`src/rtl/prbs_mon_pkg.sv`:
```
package prbs_mon_pkg;

  // PRBS7: x^7 + x^6 + 1 -> b[n] = b[n-6] ^ b[n-7]
  localparam int PRBS_LEN = 7;
  localparam int PRBS_TAP = 6;

  // Saturating addition, clamped at lim
  function automatic logic [15:0] sat_add(input logic [15:0] a,
                                          input logic [15:0] b,
                                          input logic [15:0] lim);
    logic [16:0] s;
    s = {1'b0, a} + {1'b0, b};
    if (s > {1'b0, lim}) return lim;
    return s[15:0];
  endfunction

endpackage

```
`src/rtl/prbs_lane_check.sv`:
```
module prbs_lane_check
  import prbs_mon_pkg::*;
#(
  parameter int WORD_W = 10,
  localparam int ERR_W = $clog2(WORD_W + 1)
) (
  input  logic              clk,
  input  logic              rst_n,
  input  logic [WORD_W-1:0] rx_word,
  output logic [ERR_W-1:0]  err_cnt
);

  localparam int EXT_W = WORD_W + PRBS_LEN;

  logic [PRBS_LEN-1:0] hist;   // hist[0] is the oldest received bit
  logic                primed;
  logic [EXT_W-1:0]    ext;
  logic [ERR_W-1:0]    raw_errs;

  assign ext = {rx_word, hist};

  always_comb begin
    raw_errs = '0;
    for (int i = 0; i < WORD_W; i++) begin
      raw_errs = raw_errs + ERR_W'(ext[i + PRBS_LEN] ^
                                  ext[i + PRBS_LEN - PRBS_TAP] ^
                                  ext[i]);
    end
  end

  assign err_cnt = primed ? raw_errs : '0;

  always_ff @(posedge clk or negedge rst_n) begin
    if (!rst_n) begin
      hist   <= '0;
      primed <= 1'b0;
    end else begin
      hist   <= ext[EXT_W-1 -: PRBS_LEN];
      primed <= 1'b1;
    end
  end

endmodule

```
`src/rtl/sat_clr_counter.sv`:
```
module sat_clr_counter
  import prbs_mon_pkg::*;
#(
  parameter int CNT_W = 8,
  parameter int INC_W = 4
) (
  input  logic             clk,
  input  logic             rst_n,
  input  logic             en,
  input  logic             clr,
  input  logic [INC_W-1:0] inc,
  output logic [CNT_W-1:0] count
);

  localparam logic [15:0] LIMIT = 16'((1 << CNT_W) - 1);

  logic [CNT_W-1:0] nxt;
  logic [CNT_W-1:0] inc_sat;

  assign inc_sat = CNT_W'(sat_add(16'(0), 16'(inc), LIMIT));

  always_comb begin
    if (clr)     nxt = en ? inc_sat : '0;
    else if (en) nxt = CNT_W'(sat_add(16'(count), 16'(inc), LIMIT));
    else         nxt = count;
  end

  always_ff @(posedge clk or negedge rst_n) begin
    if (!rst_n) count <= '0;
    else        count <= nxt;
  end

endmodule

```
`src/rtl/cnt_read_port.sv`:
```
module cnt_read_port #(
  parameter int          N_LANES   = 3,
  parameter int          CNT_W     = 8,
  parameter int          ADDR_W    = 8,
  parameter int unsigned BASE_ADDR = 10
) (
  input  logic                           clk,
  input  logic                           rst_n,
  input  logic                           rd_strobe,
  input  logic [ADDR_W-1:0]              rd_addr,
  input  logic [N_LANES-1:0][CNT_W-1:0]  counts,
  output logic [N_LANES-1:0]             clr,
  output logic [CNT_W-1:0]               rd_data
);

  logic [CNT_W-1:0] sel;

  for (genvar g = 0; g < N_LANES; g++) begin : g_dec
    localparam logic [ADDR_W-1:0] MY_ADDR = ADDR_W'(BASE_ADDR + g);
    assign clr[g] = rd_strobe && (rd_addr == MY_ADDR);
  end

  always_comb begin
    sel = '0;
    for (int i = 0; i < N_LANES; i++)
      if (clr[i]) sel = counts[i];
  end

  always_ff @(posedge clk or negedge rst_n) begin
    if (!rst_n)         rd_data <= '0;
    else if (rd_strobe) rd_data <= sel;
  end

endmodule

```
`src/rtl/prbs_err_monitor.sv`:
```
module prbs_err_monitor #(
  parameter int          N_LANES   = 3,
  parameter int          WORD_W    = 10,
  parameter int          CNT_W     = 8,
  parameter int          ADDR_W    = 8,
  parameter int unsigned BASE_ADDR = 10
) (
  input  logic                          clk,
  input  logic                          rst_n,
  input  logic                          count_en,
  input  logic                          rd_strobe,
  input  logic [ADDR_W-1:0]             rd_addr,
  output logic [CNT_W-1:0]              rd_data,
  input  logic [N_LANES-1:0][WORD_W-1:0] rx_words
);

  localparam int ERR_W = $clog2(WORD_W + 1);

  // Named internal events for the checker
  logic [N_LANES-1:0][ERR_W-1:0] lane_err;
  logic [N_LANES-1:0][CNT_W-1:0] lane_cnt;
  logic [N_LANES-1:0]            lane_clr;

  for (genvar g = 0; g < N_LANES; g++) begin : g_lane
    prbs_lane_check #(.WORD_W(WORD_W)) chk_u (
      .clk     (clk),
      .rst_n   (rst_n),
      .rx_word (rx_words[g]),
      .err_cnt (lane_err[g])
    );

    sat_clr_counter #(.CNT_W(CNT_W), .INC_W(ERR_W)) cnt_u (
      .clk   (clk),
      .rst_n (rst_n),
      .en    (count_en),
      .clr   (lane_clr[g]),
      .inc   (lane_err[g]),
      .count (lane_cnt[g])
    );
  end

  cnt_read_port #(
    .N_LANES(N_LANES), .CNT_W(CNT_W), .ADDR_W(ADDR_W), .BASE_ADDR(BASE_ADDR)
  ) rd_u (
    .clk       (clk),
    .rst_n     (rst_n),
    .rd_strobe (rd_strobe),
    .rd_addr   (rd_addr),
    .counts    (lane_cnt),
    .clr       (lane_clr),
    .rd_data   (rd_data)
  );

endmodule

```
`config.mk`:
```
export PLATFORM = sky130hd
export DESIGN_NAME = prbs_err_monitor
export DESIGN_NICKNAME = d
export VERILOG_FILES = /design/src/rtl/prbs_mon_pkg.sv /design/src/rtl/prbs_lane_check.sv /design/src/rtl/sat_clr_counter.sv /design/src/rtl/cnt_read_port.sv /design/src/rtl/prbs_err_monitor.sv
export SDC_FILE = /design/constraint.sdc
export NUM_CORES = 1
export LEC_CHECK = 0
export BUFFER_PORTS_ARGS = -buffer_cell sky130_fd_sc_hd__buf_2
export CELL_PAD_IN_SITES_DETAIL_PLACEMENT = 1
export CELL_PAD_IN_SITES_GLOBAL_PLACEMENT = 1
export CORE_MARGIN = 2
export CORE_UTILIZATION = 32
export DETAILED_ROUTE_END_ITERATION = 12
export GPL_TIMING_DRIVEN = 0
export PLACE_DENSITY = 0.6
export SLEW_MARGIN = 30
export SYNTH_ARGS = -nofsm -noshare
export SYNTH_HDL_FRONTEND = slang
export SYNTH_SLANG_ARGS = --single-unit
```
`constraint.sdc`:
```
create_clock -name clk -period 4.8 [get_ports clk]
set_clock_uncertainty 0.05 [all_clocks]
set_input_delay 0.48 -clock clk [delete_from_list [all_inputs] [get_ports clk]]
set_output_delay 0.48 -clock clk [all_outputs]
set_load 0.005 [all_outputs]
```
### After elaboration in Yosys (flattened, before gate mapping)

Cells that the tools add are included.

| word-level totals | value |
|---|---|
| bits in latches | 0 |
| output and inout bits | 8 |
| RAM bits | 0 |
| memory bits (read-only) | 0 |
| memories | 0 |
| flip-flop bits (word level) | 54 |

| cells by class | value |
|---|---|
| multiplexer cells | 39 |
| reduce and logical (&&, ||, !) cells | 6 |
| divide/modulo/power cells | 0 |
| bitwise operators | 60 |
| magnitude comparators | 6 |
| shift-type cells | 0 |
| multipliers | 0 |
| $add $sub $neg | 30 |
| eq/ne operators | 3 |

Operator list:

| cell | number |
|---|---|
| 8-bit two-way mux | 24 |
| 4-bit by 1-bit XOR with 4-bit output | 30 |
| 4-bit adder | 27 |
| 1-bit XOR | 30 |
| 8-bit by 4-bit adder with 9-bit output | 3 |
| 9-bit by 8-bit greater-than comparator with 1-bit output, second input constant | 3 |
| 8-bit by 4-bit == test with 1-bit output, second input constant | 3 |
| 4-bit by 8-bit greater-than comparator with 1-bit output, second input constant | 3 |
| 1-bit two-way mux | 12 |
| 4-bit two-way mux | 3 |
| 2-bit nonzero test | 3 |
| 1-bit logical AND | 3 |

### Depth between registers and ports, before layout

| depth | value |
|---|---|
| word-level depth | 20 |
| gate-level depth with buffers | 18 |
| mapped depth without buffers | 18 |

### Cells and area by module

From an unflattened synthesis, not the netlist that was laid out.

| unflattened totals | value |
|---|---|
| cell total of the unflattened synthesis | 391 |
| area total of the unflattened synthesis | 4008.8 um^2 |

By module, submodules not included:

| module | area an instance (um^2) | cells each | sequential area each (um^2) | times used |
|---|---|---|---|---|
| prbs_lane_check | 594.3 | 51 | 200.2 | 3 |
| sat_clr_counter | 541.8 | 58 | 200.2 | 3 |
| cnt_read_port | 600.6 | 64 | 200.2 | 1 |

### Worst setup path after synthesis

No wires, ideal clock.

| timing path | value |
|---|---|
| kind | input to register |
| from | in rx_words[21] in the netlist's numbering |
| to | reg g_lane[2].cnt_u.count[2] |
| data required time | 4683 ps |
| stages | 17 |
| arrival time | 4698 ps |
| path slack | -16 ps |
| library setup time | 67 ps |
| path through | xor2_1 xnor2_1 fa_1 inv_1 fa_1 inv_1 fa_1 inv_1 ha_1 fa_1 nand2_1 fa_1 nand2b_1 a2111oi_0 nor2_1 o21ai_0 a32o_1 |

| between the ends | value |
|---|---|
| longest elaborated chain between the ends | 20 |

Ends and longest elaborated chain:

| item | line | RTL |
|---|---|---|
| start, declared | prbs_err_monitor.sv:14 | `input logic [N_LANES-1:0][WORD_W-1:0] rx_words` |
| 1-bit XOR | prbs_lane_check.sv:25 | `raw_errs = raw_errs + ERR_W'(ext[i + PRBS_LEN] ^` |
| 4-bit by 1-bit XOR with 4-bit output | prbs_lane_check.sv:26 | `ext[i + PRBS_LEN - PRBS_TAP] ^` |
| 4-bit adder (7 in a row) | prbs_lane_check.sv:25 |  |
| 4-bit adder (*) (2 in a row) | prbs_lane_check.sv:25 |  |
| 4-bit two-way mux (*) | prbs_lane_check.sv:31 | `assign err_cnt = primed ? raw_errs : '0;` |
| 8-bit by 4-bit adder with 9-bit output | prbs_mon_pkg.sv:12 | `s = {1'b0, a} + {1'b0, b};` |
| 9-bit by 8-bit greater-than comparator with 1-bit output | prbs_mon_pkg.sv:13 | `if (s > {1'b0, lim}) return lim;` |
| 1-bit two-way mux | prbs_mon_pkg.sv:13 |  |
| 1-bit two-way mux | sat_clr_counter.sv:24 | `else if (en) nxt = CNT_W'(sat_add(16'(count), 16'(inc), LIMIT));` |
| 1-bit two-way mux | sat_clr_counter.sv:23 | `if (clr) nxt = en ? inc_sat : '0;` |
| 8-bit two-way mux | prbs_mon_pkg.sv:14 | `return s[15:0];` |
| 8-bit two-way mux | sat_clr_counter.sv:24 |  |
| 8-bit two-way mux (*) | sat_clr_counter.sv:23 |  |
| end signal, assigned | sat_clr_counter.sv:30 | `else count <= nxt;` |
| end, declared | sat_clr_counter.sv:12 | `output logic [CNT_W-1:0] count` |

Every way passes the cells marked *; elsewhere a longest branch is shown, timed or not. The select of a mux whose other input is x is not followed.
A chain may end at the register's enable or synchronous reset.

### Worst setup path in the final report

| timing path | value |
|---|---|
| from | reg g_lane[2].chk_u.hist[2] |
| to | reg g_lane[2].cnt_u.count[0] |

| between the ends | value |
|---|---|
| longest elaborated chain between the ends | 20 |

Ends and longest elaborated chain:

| item | line | RTL |
|---|---|---|
| start, declared | prbs_lane_check.sv:15 | `logic [PRBS_LEN-1:0] hist;` |
| start signal, assigned | prbs_lane_check.sv:38 | `hist <= ext[EXT_W-1 -: PRBS_LEN];` |
| 1-bit XOR | prbs_lane_check.sv:25 |  |
| 4-bit by 1-bit XOR with 4-bit output | prbs_lane_check.sv:26 |  |
| 4-bit adder | prbs_lane_check.sv:25 |  |
| 4-bit adder (*) (8 in a row) | prbs_lane_check.sv:25 |  |
| 4-bit two-way mux (*) | prbs_lane_check.sv:31 |  |
| 8-bit by 4-bit adder with 9-bit output | prbs_mon_pkg.sv:12 |  |
| 9-bit by 8-bit greater-than comparator with 1-bit output | prbs_mon_pkg.sv:13 |  |
| 1-bit two-way mux | prbs_mon_pkg.sv:13 |  |
| 1-bit two-way mux | sat_clr_counter.sv:24 |  |
| 1-bit two-way mux | sat_clr_counter.sv:23 |  |
| 8-bit two-way mux | prbs_mon_pkg.sv:14 |  |
| 8-bit two-way mux | sat_clr_counter.sv:24 |  |
| 8-bit two-way mux (*) | sat_clr_counter.sv:23 |  |

Marks and branches as above.

==> results.md <==
- Final Max Slew Viols: 0
- Die X: 114 µm
- Status: finished, final reports clean
- Diode count: 0
- Routed Antenna Nets: 0
- Worst-path fanout max: 3
- CTS H-tree lvls: 2
- RSZ-0062 raised after global routing: true
- Total GRT Usage: 0.148
- HP Class: input pin to asynchronous set/reset pin
- I/O Pins: 50
- Capturing element type of the critical path: register
- Final worst slack: between 0.1 and 0.15 ns
- IO buf count: 49
- Worst r2r path cells: 17
- Register area share after synthesis: 0.348
- Total CTS buffers: 5
- HPWL Detailed: 7220 µm
- Clock transition at path regs: ~0.070 ns
- Routability cong.: 0.761
- Finished Cell Area: 4830 µm²
- Die span in y: approximately 110 µm
- Clock Sink Count: 54
- Wire per inst: 15.8 µm
- Drt pass-1 iters: 4
- Minimum clock period: about 4.7 ns
- Synth Cell Area: just under 4000 µm²
- Worst vdd ir: 171 µV
- Reg-to-Reg Start: g_lane[2].chk_u.hist[2]
- Iter 0 DRT Violations: 108
- CTS tree: built
- Hold buffers post-CTS: 0
- Clock Path Buffers: 2
- Reg2reg end: g_lane[2].cnt_u.count[0]
- Leakage: 2.04 nW
- Startpoint Class: register
- Utilization after layout: 0.405
- Placed insts: a little under 600
- Initial antenna violation count: 0
- Largest net degree at the start of global routing: 55
- Yosys warnings: 0
- Post-synthesis area per instance: about 10 µm²
- Placement Setup Slack: -0.591 ns
- Post-Route WL: roughly 9400 µm
- Via Count: slightly below 3000
- Final Hold Fails: 0
- Period utilisation layout: 0.973
- R2r setup slk: between 0.1 and 0.15 ns
- Std cell rows: 40
- Synth Net Count: ~460
- Required @ worst endpoint: roughly 5.0 ns
- Tightest Pin Transition: between 0.7 and 0.8 ns
- Total grt overflow: 0
- Crit path kind: register to register
- Max-Cap Viols: 0
- Layout cells sized above 1: 0.280
- Number of synthesized register bits: between 50 and 60
- Residual DRC count: 0
- Netlist cell types: 43
- Setup TNS: 0 ns
- Final nets: approximately 530
- Final setup viols: 0
- Post-route insts no fill: 597
- Syn Inst Count: roughly 380
- Avg Vias per Cell: 4.98
- Core Region: between 10000 and 15000 µm²
- Critical Path AT: just under 5 ns
- Vias in the first global route: about 3100
- Placed instance area: 4310 µm²
- Power per cell area: roughly 590 nW/µm²
- Slew headroom: 0.516
- Total Die Area: ~13000 µm²
- Area grow syn2layout: 24.5%
- Max Freq: 214 MHz
- First-pass GRT wire length: around 15000 µm
- Clk root buf: clkbuf_16
- Clock Latency Late Sink: around 0.30 ns
- Initial Util: 0.326
==> synthesized netlist by cell type, drive strengths merged <==
cell	number	area share
nor4	3	0.013
and3	1	0.0016
nand3	9	0.012
a211oi	6	0.012
o21a	3	0.0058
conb	1	0.00097
o21ba	2	0.0052
mux2i	8	0.021
a41oi	3	0.0068
nand4	2	0.0032
nor3b	1	0.0019
dfrtp	54	0.35
nor3	11	0.014
ha	18	0.058
and2	6	0.0097
a31oi	2	0.0032
o21bai	3	0.0058
nand3b	1	0.0019
a32o	12	0.031
inv	29	0.028
fa	21	0.11
o21ai	8	0.010
a2111oi	1	0.0023
xor2	20	0.045
xnor2	46	0.10
or3	5	0.0081
nand2	25	0.024
a21boi	2	0.0039
o211ai	1	0.0019
nand2b	9	0.015
buf	2	0.0026
o311a	2	0.0052
nor4bb	2	0.0052
nor2b	2	0.0032
clkbuf	6	0.0058
a21oi	19	0.025
o2bb2ai	8	0.018
nor2	27	0.027
or4	1	0.0029
==> layer usage <==
metal	vias up	global-route usage	routed length (µm)
met4	0	0.0341	68
met3	5	0.0259	303
met2	49	0.255	4740
li1	1443	-	-
met5	-	0	0
met1	1474	0.195	4340
==> cell usage in the layout (no fill, tap or decap), types with 6 or more instances in the layout <==
cell	n
fa_1	17
buf_4	13
clkbuf_1	6
dfrtp_1	54
inv_1	27
xnor2_1	42
ha_1	13
xor2_1	18
a32o_1	12
buf_2	50
nand2_1	23
mux2i_1	8
nor2_1	21
nand3_1	7
a21oi_1	15
nor3_1	7
nand2b_1	6
o2bb2ai_1	8
==> worst max-delay path, stage by stage (launching register included) <==
cell and delay [ns]:
dfrtp_1 0.41, xor2_2 0.20, xnor2_2 0.15, fa_1 0.53, inv_1 0.05, fa_1 0.49
inv_2 0.04, fa_1 0.47, inv_1 0.04, ha_2 0.19, fa_1 0.52, nand2_2 0.08
fa_2 0.42, nand2b_4 0.17, a2111oi_4 0.38, buf_4 0.18, or3_4 0.10, a32o_1 0.15
==> kinds of logic after synthesis <==
kind of cell    synth area share
compound gates             0.136
simple gates               0.142
flops                      0.349
fa+ha+maj                  0.167
xor+xnor                   0.149
buf+inv                   0.0365
other cells             0.000967
mux                       0.0207
==> repair_timing <==
| action | CTS | global route |
|---|---|---|
| pin swaps | 4 | 28 |
| setup buffers | 1 | 11 |
| gates resized for setup | 26 | 38 |
| setup endpoints to repair | 22 | 23 |
==> registers in the layout, indices dropped and copies added (netlist names) <==
register / cells
g_lane.cnt_u.count: 24
g_lane.chk_u.hist: 21
g_lane.chk_u.primed: 1
rd_u.rd_data: 8
==> final cells by class <==
cell class | count | area (µm²)
Clock buffer | 5 | 125
Tap cell | 147 | 184
Timing Repair Buffer | 61 | 338
Sequential cell | 54 | 1350
Fill cell | 1368 | 7080
Buffer | 8 | 32.5
Multi-Input combinational cell | 291 | 2680
Clock inverter | 2 | 10.0
Inverter | 29 | 109
==> through the flow <==
step	hold WS [ns]	power, mW
2_1_floorplan	0.134	1.78
3_3_place_gp	0.417	2.06
5_1_grt	0.246	3.15
6_report	0.192	2.86
3_5_place_dp	0.434	2.14
4_1_cts	0.220	2.62
==> power breakdown <==
group	leakage [nW]	internal [mW]	switching [mW]
clock network	0.0694	0.189	0.165
logic	1.30	0.883	0.924
registers	0.669	0.560	0.134
==> worst max path at each step <==
stage / from / slack [ns] / endpoint / depth (start not counted)
after detailed placement: rx_words[21] / -0.59 / g_lane[2].cnt_u.count[2] / 18
after global routing: g_lane[2].chk_u.hist[2] / -0.05 / g_lane[2].cnt_u.count[0] / 17
after CTS: g_lane[2].chk_u.hist[1] / -0.07 / g_lane[2].cnt_u.count[2] / 17
after global placement: rx_words[21] / -0.58 / g_lane[2].cnt_u.count[2] / 18
final: g_lane[2].chk_u.hist[2] / 0.13 / g_lane[2].cnt_u.count[0] / 17
after floorplan: rx_words[21] / 0.07 / g_lane[2].cnt_u.count[2] / 17
Note: power is estimated with default switching activity, not from simulation.
